--- src/rtl/fpce_pkg.sv ---
package fpce_pkg;
    localparam int CODE_W   = 6;
    localparam int STAT_W   = 8;
    localparam int UNORD_BIT = 7;

    typedef enum logic [1:0] {
        RSP_NULL    = 2'd0,
        RSP_PRE_EXC = 2'd1,
        RSP_RESULT  = 2'd2,
        RSP_TRAP    = 2'd3
    } rsp_kind_e;
endpackage

--- src/rtl/fpce_pred.sv ---
module fpce_pred
    import fpce_pkg::*;
(
    input  logic [CODE_W-1:0] code,
    input  logic              n,
    input  logic              z,
    input  logic              nan,
    output logic              truth,
    output logic              unord_cap
);
    logic base;

    always_comb begin
        unique case (code[3:0])
            4'h0: base = 1'b0;
            4'h1: base = z;
            4'h2: base = ~(nan | z | n);
            4'h3: base = z | ~(nan | n);
            4'h4: base = n & ~nan & ~z;
            4'h5: base = z | (n & ~nan);
            4'h6: base = ~(nan | z);
            4'h7: base = ~nan;
            4'h8: base = nan;
            4'h9: base = nan | z;
            4'hA: base = nan | ~(n | z);
            4'hB: base = nan | z | ~n;
            4'hC: base = nan | (n & ~z);
            4'hD: base = nan | z | n;
            4'hE: base = ~z;
            default: base = 1'b1;
        endcase
        truth     = base & ~code[5];
        unord_cap = (code[5:4] == 2'b01);
    end

    always_comb begin
        assert_reserved_false_R11: assert (!(code[5] && truth));
    end
endmodule

--- src/rtl/fpce_gate.sv ---
module fpce_gate
    import fpce_pkg::*;
#(
    parameter bit HAS_CONV = 1'b1
) (
    input  logic      req,
    input  logic      exec_busy,
    input  logic      conv_busy,
    input  logic      pend,
    input  logic      unord_cap,
    input  logic      nan,
    input  logic      trap_en,
    input  logic      truth,
    output rsp_kind_e kind,
    output logic      truth_out,
    output logic      raise_unord
);
    logic busy;

    generate
        if (HAS_CONV) begin : g_two_units
            assign busy = exec_busy | conv_busy;
        end else begin : g_one_unit
            logic conv_unused;
            assign conv_unused = conv_busy;
            assign busy = exec_busy;
        end
    endgenerate

    logic hit;

    always_comb begin
        hit         = unord_cap & nan;
        kind        = RSP_RESULT;
        truth_out   = 1'b0;
        raise_unord = 1'b0;
        if (busy) begin
            kind = RSP_NULL;
        end else if (pend) begin
            kind = RSP_PRE_EXC;
        end else if (hit) begin
            raise_unord = req;
            if (trap_en) begin
                kind = RSP_TRAP;
            end else begin
                truth_out = truth;
            end
        end else begin
            truth_out = truth;
        end
    end

    always_comb begin
        assert_trap_needs_nan_R9: assert (!(kind == RSP_TRAP && !nan));
    end
endmodule

--- src/rtl/fpce_status.sv ---
module fpce_status
    import fpce_pkg::*;
(
    input  logic              clk,
    input  logic              rst_n,
    input  logic              set_unord,
    input  logic              wr_en,
    input  logic [STAT_W-1:0] wr_data,
    input  logic              acc_wr_data,
    output logic [STAT_W-1:0] stat,
    output logic              acc
);
    typedef struct packed {
        logic [STAT_W-1:0] stat;
        logic              acc;
    } st_t;

    st_t st_d, st_q;

    always_comb begin
        st_d = st_q;
        if (wr_en) begin
            st_d.stat = wr_data;
            st_d.acc  = acc_wr_data;
        end
        if (set_unord) begin
            st_d.stat[UNORD_BIT] = 1'b1;
            st_d.acc             = 1'b1;
        end
    end

    always_ff @(posedge clk or negedge rst_n) begin
        if (!rst_n) begin
            st_q <= '0;
        end else begin
            st_q <= st_d;
        end
    end

    assign stat = st_q.stat;
    assign acc  = st_q.acc;

    assert_bit7_sticky_R10: assert property (@(posedge clk) disable iff (!rst_n)
        (st_q.stat[UNORD_BIT] && !wr_en) |=> st_q.stat[UNORD_BIT]);
    assert_set_wins_R10: assert property (@(posedge clk) disable iff (!rst_n)
        set_unord |=> (st_q.stat[UNORD_BIT] && st_q.acc));
endmodule

--- src/rtl/fp_cond_eval.sv ---
module fp_cond_eval
    import fpce_pkg::*;
#(
    parameter bit HAS_CONV = 1'b1
) (
    input  logic              clk,
    input  logic              rst_n,
    input  logic              req_valid,
    input  logic [CODE_W-1:0] pred_code,
    input  logic              flag_n,
    input  logic              flag_z,
    input  logic              flag_nan,
    input  logic              exec_busy,
    input  logic              conv_busy,
    input  logic              exc_pending,
    input  logic              enable_bsun,
    input  logic              stat_wr_en,
    input  logic [STAT_W-1:0] stat_wr_data,
    input  logic              acc_wr_data,
    output logic              rsp_valid,
    output logic [1:0]        rsp_kind,
    output logic              rsp_come_again,
    output logic              rsp_int_ok,
    output logic              rsp_true,
    output logic [STAT_W-1:0] status_byte,
    output logic              acc_iop
);
    typedef struct packed {
        logic      valid;
        rsp_kind_e kind;
        logic      come_again;
        logic      int_ok;
        logic      truth;
    } rsp_t;

    rsp_t      rsp_d, rsp_q;
    logic      pred_truth, unord_cap;
    rsp_kind_e gate_kind;
    logic      gate_truth, raise_unord;

    fpce_pred u_pred (
        .code      (pred_code),
        .n         (flag_n),
        .z         (flag_z),
        .nan       (flag_nan),
        .truth     (pred_truth),
        .unord_cap (unord_cap)
    );

    fpce_gate #(.HAS_CONV(HAS_CONV)) u_gate (
        .req         (req_valid),
        .exec_busy   (exec_busy),
        .conv_busy   (conv_busy),
        .pend        (exc_pending),
        .unord_cap   (unord_cap),
        .nan         (flag_nan),
        .trap_en     (enable_bsun),
        .truth       (pred_truth),
        .kind        (gate_kind),
        .truth_out   (gate_truth),
        .raise_unord (raise_unord)
    );

    fpce_status u_status (
        .clk         (clk),
        .rst_n       (rst_n),
        .set_unord   (raise_unord),
        .wr_en       (stat_wr_en),
        .wr_data     (stat_wr_data),
        .acc_wr_data (acc_wr_data),
        .stat        (status_byte),
        .acc         (acc_iop)
    );

    always_comb begin
        rsp_d            = '0;
        rsp_d.valid      = req_valid;
        rsp_d.kind       = RSP_NULL;
        if (req_valid) begin
            rsp_d.kind       = gate_kind;
            rsp_d.truth      = gate_truth;
            rsp_d.come_again = (gate_kind == RSP_NULL);
            rsp_d.int_ok     = (gate_kind == RSP_NULL);
        end
    end

    always_ff @(posedge clk or negedge rst_n) begin
        if (!rst_n) begin
            rsp_q <= '0;
        end else begin
            rsp_q <= rsp_d;
        end
    end

    assign rsp_valid      = rsp_q.valid;
    assign rsp_kind       = rsp_q.kind;
    assign rsp_come_again = rsp_q.come_again;
    assign rsp_int_ok     = rsp_q.int_ok;
    assign rsp_true       = rsp_q.truth;

    assert_one_rsp_R2: assert property (@(posedge clk) disable iff (!rst_n)
        req_valid |=> rsp_valid);
    assert_no_spurious_rsp_R2: assert property (@(posedge clk) disable iff (!rst_n)
        !req_valid |=> !rsp_valid);
    assert_null_on_busy_R3: assert property (@(posedge clk) disable iff (!rst_n)
        (req_valid && exec_busy) |=> (rsp_kind == 2'd0 && rsp_come_again && rsp_int_ok));
    assert_busy_keeps_status_R3: assert property (@(posedge clk) disable iff (!rst_n)
        (req_valid && exec_busy && !stat_wr_en) |=> $stable(status_byte));
    assert_pending_keeps_status_R4: assert property (@(posedge clk) disable iff (!rst_n)
        (req_valid && exc_pending && !stat_wr_en) |=> $stable(status_byte));
    assert_no_unord_outside_R8: assert property (@(posedge clk) disable iff (!rst_n)
        (req_valid && pred_code[5:4] != 2'b01 && !stat_wr_en) |=> $stable(status_byte));
    assert_nonnull_bits_clear_R4: assert property (@(posedge clk) disable iff (!rst_n)
        (rsp_valid && rsp_kind != 2'd0) |-> (!rsp_come_again && !rsp_int_ok));
    assert_true_only_in_result_R9: assert property (@(posedge clk) disable iff (!rst_n)
        (rsp_valid && rsp_kind != 2'd2) |-> !rsp_true);
endmodule

--- config.mk ---
export PLATFORM = sky130hd
export DESIGN_NAME = fp_cond_eval
export DESIGN_NICKNAME = d
export VERILOG_FILES = /design/src/rtl/fpce_pkg.sv /design/src/rtl/fpce_pred.sv /design/src/rtl/fpce_gate.sv /design/src/rtl/fpce_status.sv /design/src/rtl/fp_cond_eval.sv
export SDC_FILE = /design/constraint.sdc
export NUM_CORES = 1
export LEC_CHECK = 0
export ABC_AREA = 0
export BUFFER_PORTS_ARGS = -buffer_cell sky130_fd_sc_hd__buf_2
export CORE_MARGIN = 8
export CORE_UTILIZATION = 41
export DETAILED_ROUTE_END_ITERATION = 8
export PLACE_DENSITY = 0.84
export SETUP_SLACK_MARGIN = 0.15
export SLEW_MARGIN = 20
export SYNTH_ARGS = -nofsm -noshare
export SYNTH_HDL_FRONTEND = slang
export SYNTH_SLANG_ARGS = --single-unit
--- constraint.sdc ---
create_clock -name clk -period 1.16 [get_ports clk]
set_input_delay 0.058 -clock clk [delete_from_list [all_inputs] [get_ports clk]]
set_output_delay 0.058 -clock clk [all_outputs]
set_load 0.02 [all_outputs]
After elaboration in Yosys (flattened, before gate mapping). Cells that the tools add are included.

Equal/unequal tests: 15. Muxes and demuxes: 16. Bitwise gates (word level): 23. Reduce and logical (&&, ||, !) cells: 3.

Operators by type and width (count): == test 4 bit (second input constant) (7); == test 4 x 3 -> 1 bit (second input constant) (4); one-hot mux 1 bit (15 select lines) (1); two-way mux 1 bit (10); bitwise OR 1 bit (10); two-way mux 9 bit (1); == test 4 x 2 -> 1 bit (second input constant) (2); NOT 1 bit (8); two-way mux 2 bit (3); bitwise AND 1 bit (5); two-way mux 5 bit (1); == test 4 x 1 -> 1 bit (second input constant) (1); zero test 4 bit (1); == test 2 x 1 -> 1 bit (second input constant) (1); zero test 2 bit (1); nonzero test 2 bit (1).

Register bits after elaboration: 15. Bits of input ports: 26. Output and inout port bits: 15. Word-level logic and storage cells: 65.

Logic depth before layout (Yosys ltp).
Depth in word-level cells: 10. Gate-level depth with buffers: 3. Depth with buffers taken out: 3.

By module. From an unflattened synthesis, not the netlist that was laid out.

Cell total of the unflattened synthesis: 45. Area, all modules: 613.1 sq um.

By module, submodules not included: fpce_status (times used 1, cells an instance 21, area an instance 347.8 sq um, sequential area each 225.2 sq um); fp_cond_eval (times used 1, cells an instance 10, area an instance 167.7 sq um, sequential area each 125.1 sq um); fpce_pred (times used 1, cells an instance 8, area an instance 55.1 sq um, sequential area each 0.0 sq um); fpce_gate (times used 1, cells an instance 6, area an instance 42.5 sq um, sequential area each 0.0 sq um).

Worst setup path before layout. No wires, ideal clock.

Path kind: in2reg. From: in conv_busy. To: reg u_status.st_q (netlist bit u_status.acc). Library setup time: 0.066 ns. Arrival time: 0.924 ns. Required time: 1.094 ns. Setup slack: 0.170 ns. Stages: 3. Buffers on the path: 0. Cell sequence: or3b_4 > or4_4 > nand2_1.

Word-level cells in the longest chain between the ends: 3. Elaborated cells between the ends (all ways): 4. Those cells by class: mux: 2; bitwise: 1; reduce/logical: 1.

Ends and longest elaborated chain: start, declared (RTL line fp_cond_eval.sv:14) `input logic conv_busy,`; bitwise OR 1 bit (*) (RTL line fpce_gate.sv:22) `assign busy = exec_busy | conv_busy;`; two-way mux 1 bit (*) (RTL line fpce_gate.sv:37) `if (busy) begin`; two-way mux 1 bit or nonzero test 2 bit (tied branches); end signal, assigned (RTL line fpce_status.sv:36) `st_q <= st_d;`; end, declared (RTL line fpce_status.sv:18) `st_t st_d, st_q;`.

Every way passes the cells marked *; elsewhere a longest branch is shown, timed or not. A chain may end at the register's enable or synchronous reset.

Worst setup path in the final report.
From: reg u_status.st_q (netlist bit u_status.stat[0]). To: out status_byte[0].

RTL lines: end, declared (RTL line fp_cond_eval.sv:25) `output logic [STAT_W-1:0] status_byte,`.

No word-level cell between the ends.

==> impl_metrics.py <==
metrics = {
    "grt": {
        "antenna_found_initial": 0,
        "grt_max_degree": 15,
        "grt_pass1_wl_um": 2270,
        "grt.total_usage_pct": 10.60,
        "overflow": 0,
        "grt_pass1_vias": 553,
    },
    "synthesis": {
        "ys_seq_area_share_pct": 60.09,
        "synthArstFlopShare_pct": 100.0,
        "syn_nets": 70,
        "synth_cells": 44,
        "synth_area_leader_cell": "dfrtp_1",
        "synth_fa_ha_area_share_pct": 0,
        "syn_area_um2": 583.1,
        "avgSynthCellArea_um2": 13.25,
        "muxShareOfSynthArea_pct": 18.67,
        "synth_top_flop_cell": "dfrtp_1",
        "synth.area.top_cells": "dfrtp_1 60%, mux2_2 14%, mux2i_1 5.2%, nand2_1 2.6%, nor2b_1 2.1%",
        "synth_top_family_by_area": "multiplexers",
        "synth_most_common_cell": "dfrtp_1",
        "synth_compound_area_share_pct": 8.155,
        "synth_edf_count": 0,
        "ys_top_cells_by_count": "14 x dfrtp_1, 7 x mux2_2, 4 x nand2_1",
        "ys_warn_count": 0,
        "synth_simple_gate_area_share_pct": 9.871,
        "synth-xor-area-share_pct": 0,
        "ys_seq_elements": 14,
        "synth_top_area_share_pct": 60.09,
        "ys_types": 17,
    },
    "sta": {
        "rsz0062_at_grt": "false",
        "slew_violations": 0,
        "worstMarginPinSlew_ns": 0.3020,
        "slew_headroom_pct": 79.87,
        "max_freq_mhz": 1133,
        "hold_ws_ns": 0.01453,
        "period_needed_ns": 0.8827,
        "finalHoldViolations": 0,
        "fin_crit_sh_pct": 76.10,
        "fin_tns_setup_ns": 0,
        "finalSetupViolCount": 0,
        "fin_skew_ns": 0,
    },
    "setup_path": {
        "slowest_delay_ns": 0.39,
        "cp.required_ns": 1.10,
        "start_kind": "register",
        "critPathCaptureType": "output pin",
        "crit_chain": "buf_2",
        "cpLargestDelayFamily": "flip-flops",
        "crit_fanout": 2,
        "crit_buf_inv": 1,
        "arrival_ns": 0.82,
        "crit_slowest_cell": "dfrtp_1",
        "critPathKind": "reg2out",
    },
    "floorplanning": {
        "ios": 41,
        "initial_core_util_pct": 44.25,
        "die-height_um": 53.71,
        "die-area_um2": 2885,
        "core_um2": 1318,
        "die_w_um": 53.71,
        "rows": 13,
    },
    "run": {
        "maxCapViolCount": 0,
    },
    "status": {
        "outcome": "finished, final reports clean",
    },
    "cts": {
        "cts_tree": "yes",
        "clk_pin_slew_ns": 0.08,
        "htreeDepth": 1,
        "clock_path_buffers": 2,
        "clk_latency_ns": 0.27,
        "cts-root-buf": "clkbuf_4",
        "cts.sinks": 14,
        "cts_buffers": 3,
        "post_cts_buffers": 0,
    },
    "cells_and_area": {
        "nets": 117,
        "multi_input_area_um2": 214.0,
        "area_delta_synth_final_pct": 48.71,
        "stdcell_area_um2": 867.1,
        "fill_cells": 98,
        "drive_gt1_share_pct": 58.89,
        "register_area_um2": 350.3,
        "antenna_cells": 0,
    },
    "drt": {
        "viasPerCell": 4.619,
        "drt_pass1_iterations": 4,
        "routed_wl_um": 1452,
        "drtAntennaViolNets": 0,
        "wl_per_cell_um": 13.83,
        "drt_drc_violations_left": 0,
        "drtIter0Drc": 6,
        "num_vias": 485,
    },
    "place": {
        "gp_congestion": 0.6980,
        "io_buffers": 40,
        "placed_area_um2": 790.8,
        "hpwl_um": 1209,
    },
    "hold_path": {
        "hold_class": "in2reg",
    },
    "power": {
        "power_mw": 1.106,
        "p_leak_nw": 0.4637,
        "powerDensity_nw_per_um2": 1276,
        "irDropWorstVdd_mv": 0.7533,
    },
}
[cells by family (layout without fill, tap and decap cells)]
family	count (synthesis)	count (layout)
flip-flops	14	14
multiplexers	10	10
AND/OR/NAND/NOR	10	10
AO/OA/AOI/OAI	6	6
buffers and inverters	4	50
[where the power goes]
group / total [mW] / switching [mW] / internal (mW)
registers: 0.542 / 0.0166 / 0.525
logic: 0.228 / 0.123 / 0.104
clock network: 0.336 / 0.146 / 0.190
total: 1.11 / 0.286 / 0.820
[layout by cell type (no fill, tap or decap)]
cell | synthesis | final
buf_2 | 0 | 40
dfrtp_1 | 14 | 14
mux2_2 | 7 | 7
nand2_1 | 4 | 4
dlygate4sd3_1 | 0 | 4
mux2i_1 | 3 | 3
clkbuf_4 | 0 | 3
inv_1 | 2 | 2
nor2_1 | 2 | 2
nor2b_1 | 2 | 2
a41oi_1 | 1 | 1
or3b_4 | 1 | 1
o21a_1 | 1 | 1
a21oi_1 | 1 | 1
o211ai_1 | 1 | 1
a211oi_1 | 1 | 1
o2111a_1 | 1 | 1
or4_4 | 1 | 1
clkbuf_8 | 0 | 1
[final timing paths]
check / startpoint / end / slack [ns] / cells after the start
min: stat_wr_data[2] / u_status.stat[2] / 0.01 / 2
min reg2reg: u_status.stat[3] / u_status.stat[3] / 0.51 / 1
max in group asynchronous: rst_n / rsp_valid / 0.73 / 2
min in group asynchronous: rst_n / u_status.stat[2] / 0.20 / 2
max: u_status.stat[0] / status_byte[0] / 0.28 / 1
max reg2reg: u_status.stat[0] / u_status.stat[0] / 0.39 / 1
[area by class of cell]
cell class,instances,share of cell area (%)
Timing Repair Buffer,44,27.71
Clock buffer,4,4.185
Sequential cell,14,40.40
Multi-Input combinational cell,26,24.68
Inverter,2,0.8658
Tap cell,15,2.165
[through the flow]
step	util, %	worst slack [ns]	cells
after global placement	60.02	0.04502	97
after detailed placement	60.02	0.02600	97
final	65.81	0.2773	105
after global routing	65.81	0.2278	105
after floorplan	-	0.1696	44
after CTS	65.05	0.2615	104
[layer usage]
| metal | track usage, % | up-vias | share of wire [%] |
|---|---|---|---|
| met1 | 12.42 | 202 | 41 |
| met3 | 7.438 | 0 | 19 |
| met5 | 0 | - | 0 |
| met2 | 15.44 | 35 | 40 |
| met4 | 2.521 | 0 | 0 |
| li1 | - | 248 | - |
[registers in the layout (all words and copies together), names as in the netlist]
signal / cells
rsp_kind: 2
rsp_valid: 1
rsp_true: 1
u_status.stat: 8
rsp_come_again: 1
u_status.acc: 1
[what timing repair did]
item | 4_1_cts | 5_1_grt
gates resized for setup | 0 | 0
hold buffers | 3 | 1
hold endpoints to repair | 16 | 1
Power figures use the tool's default switching activity.
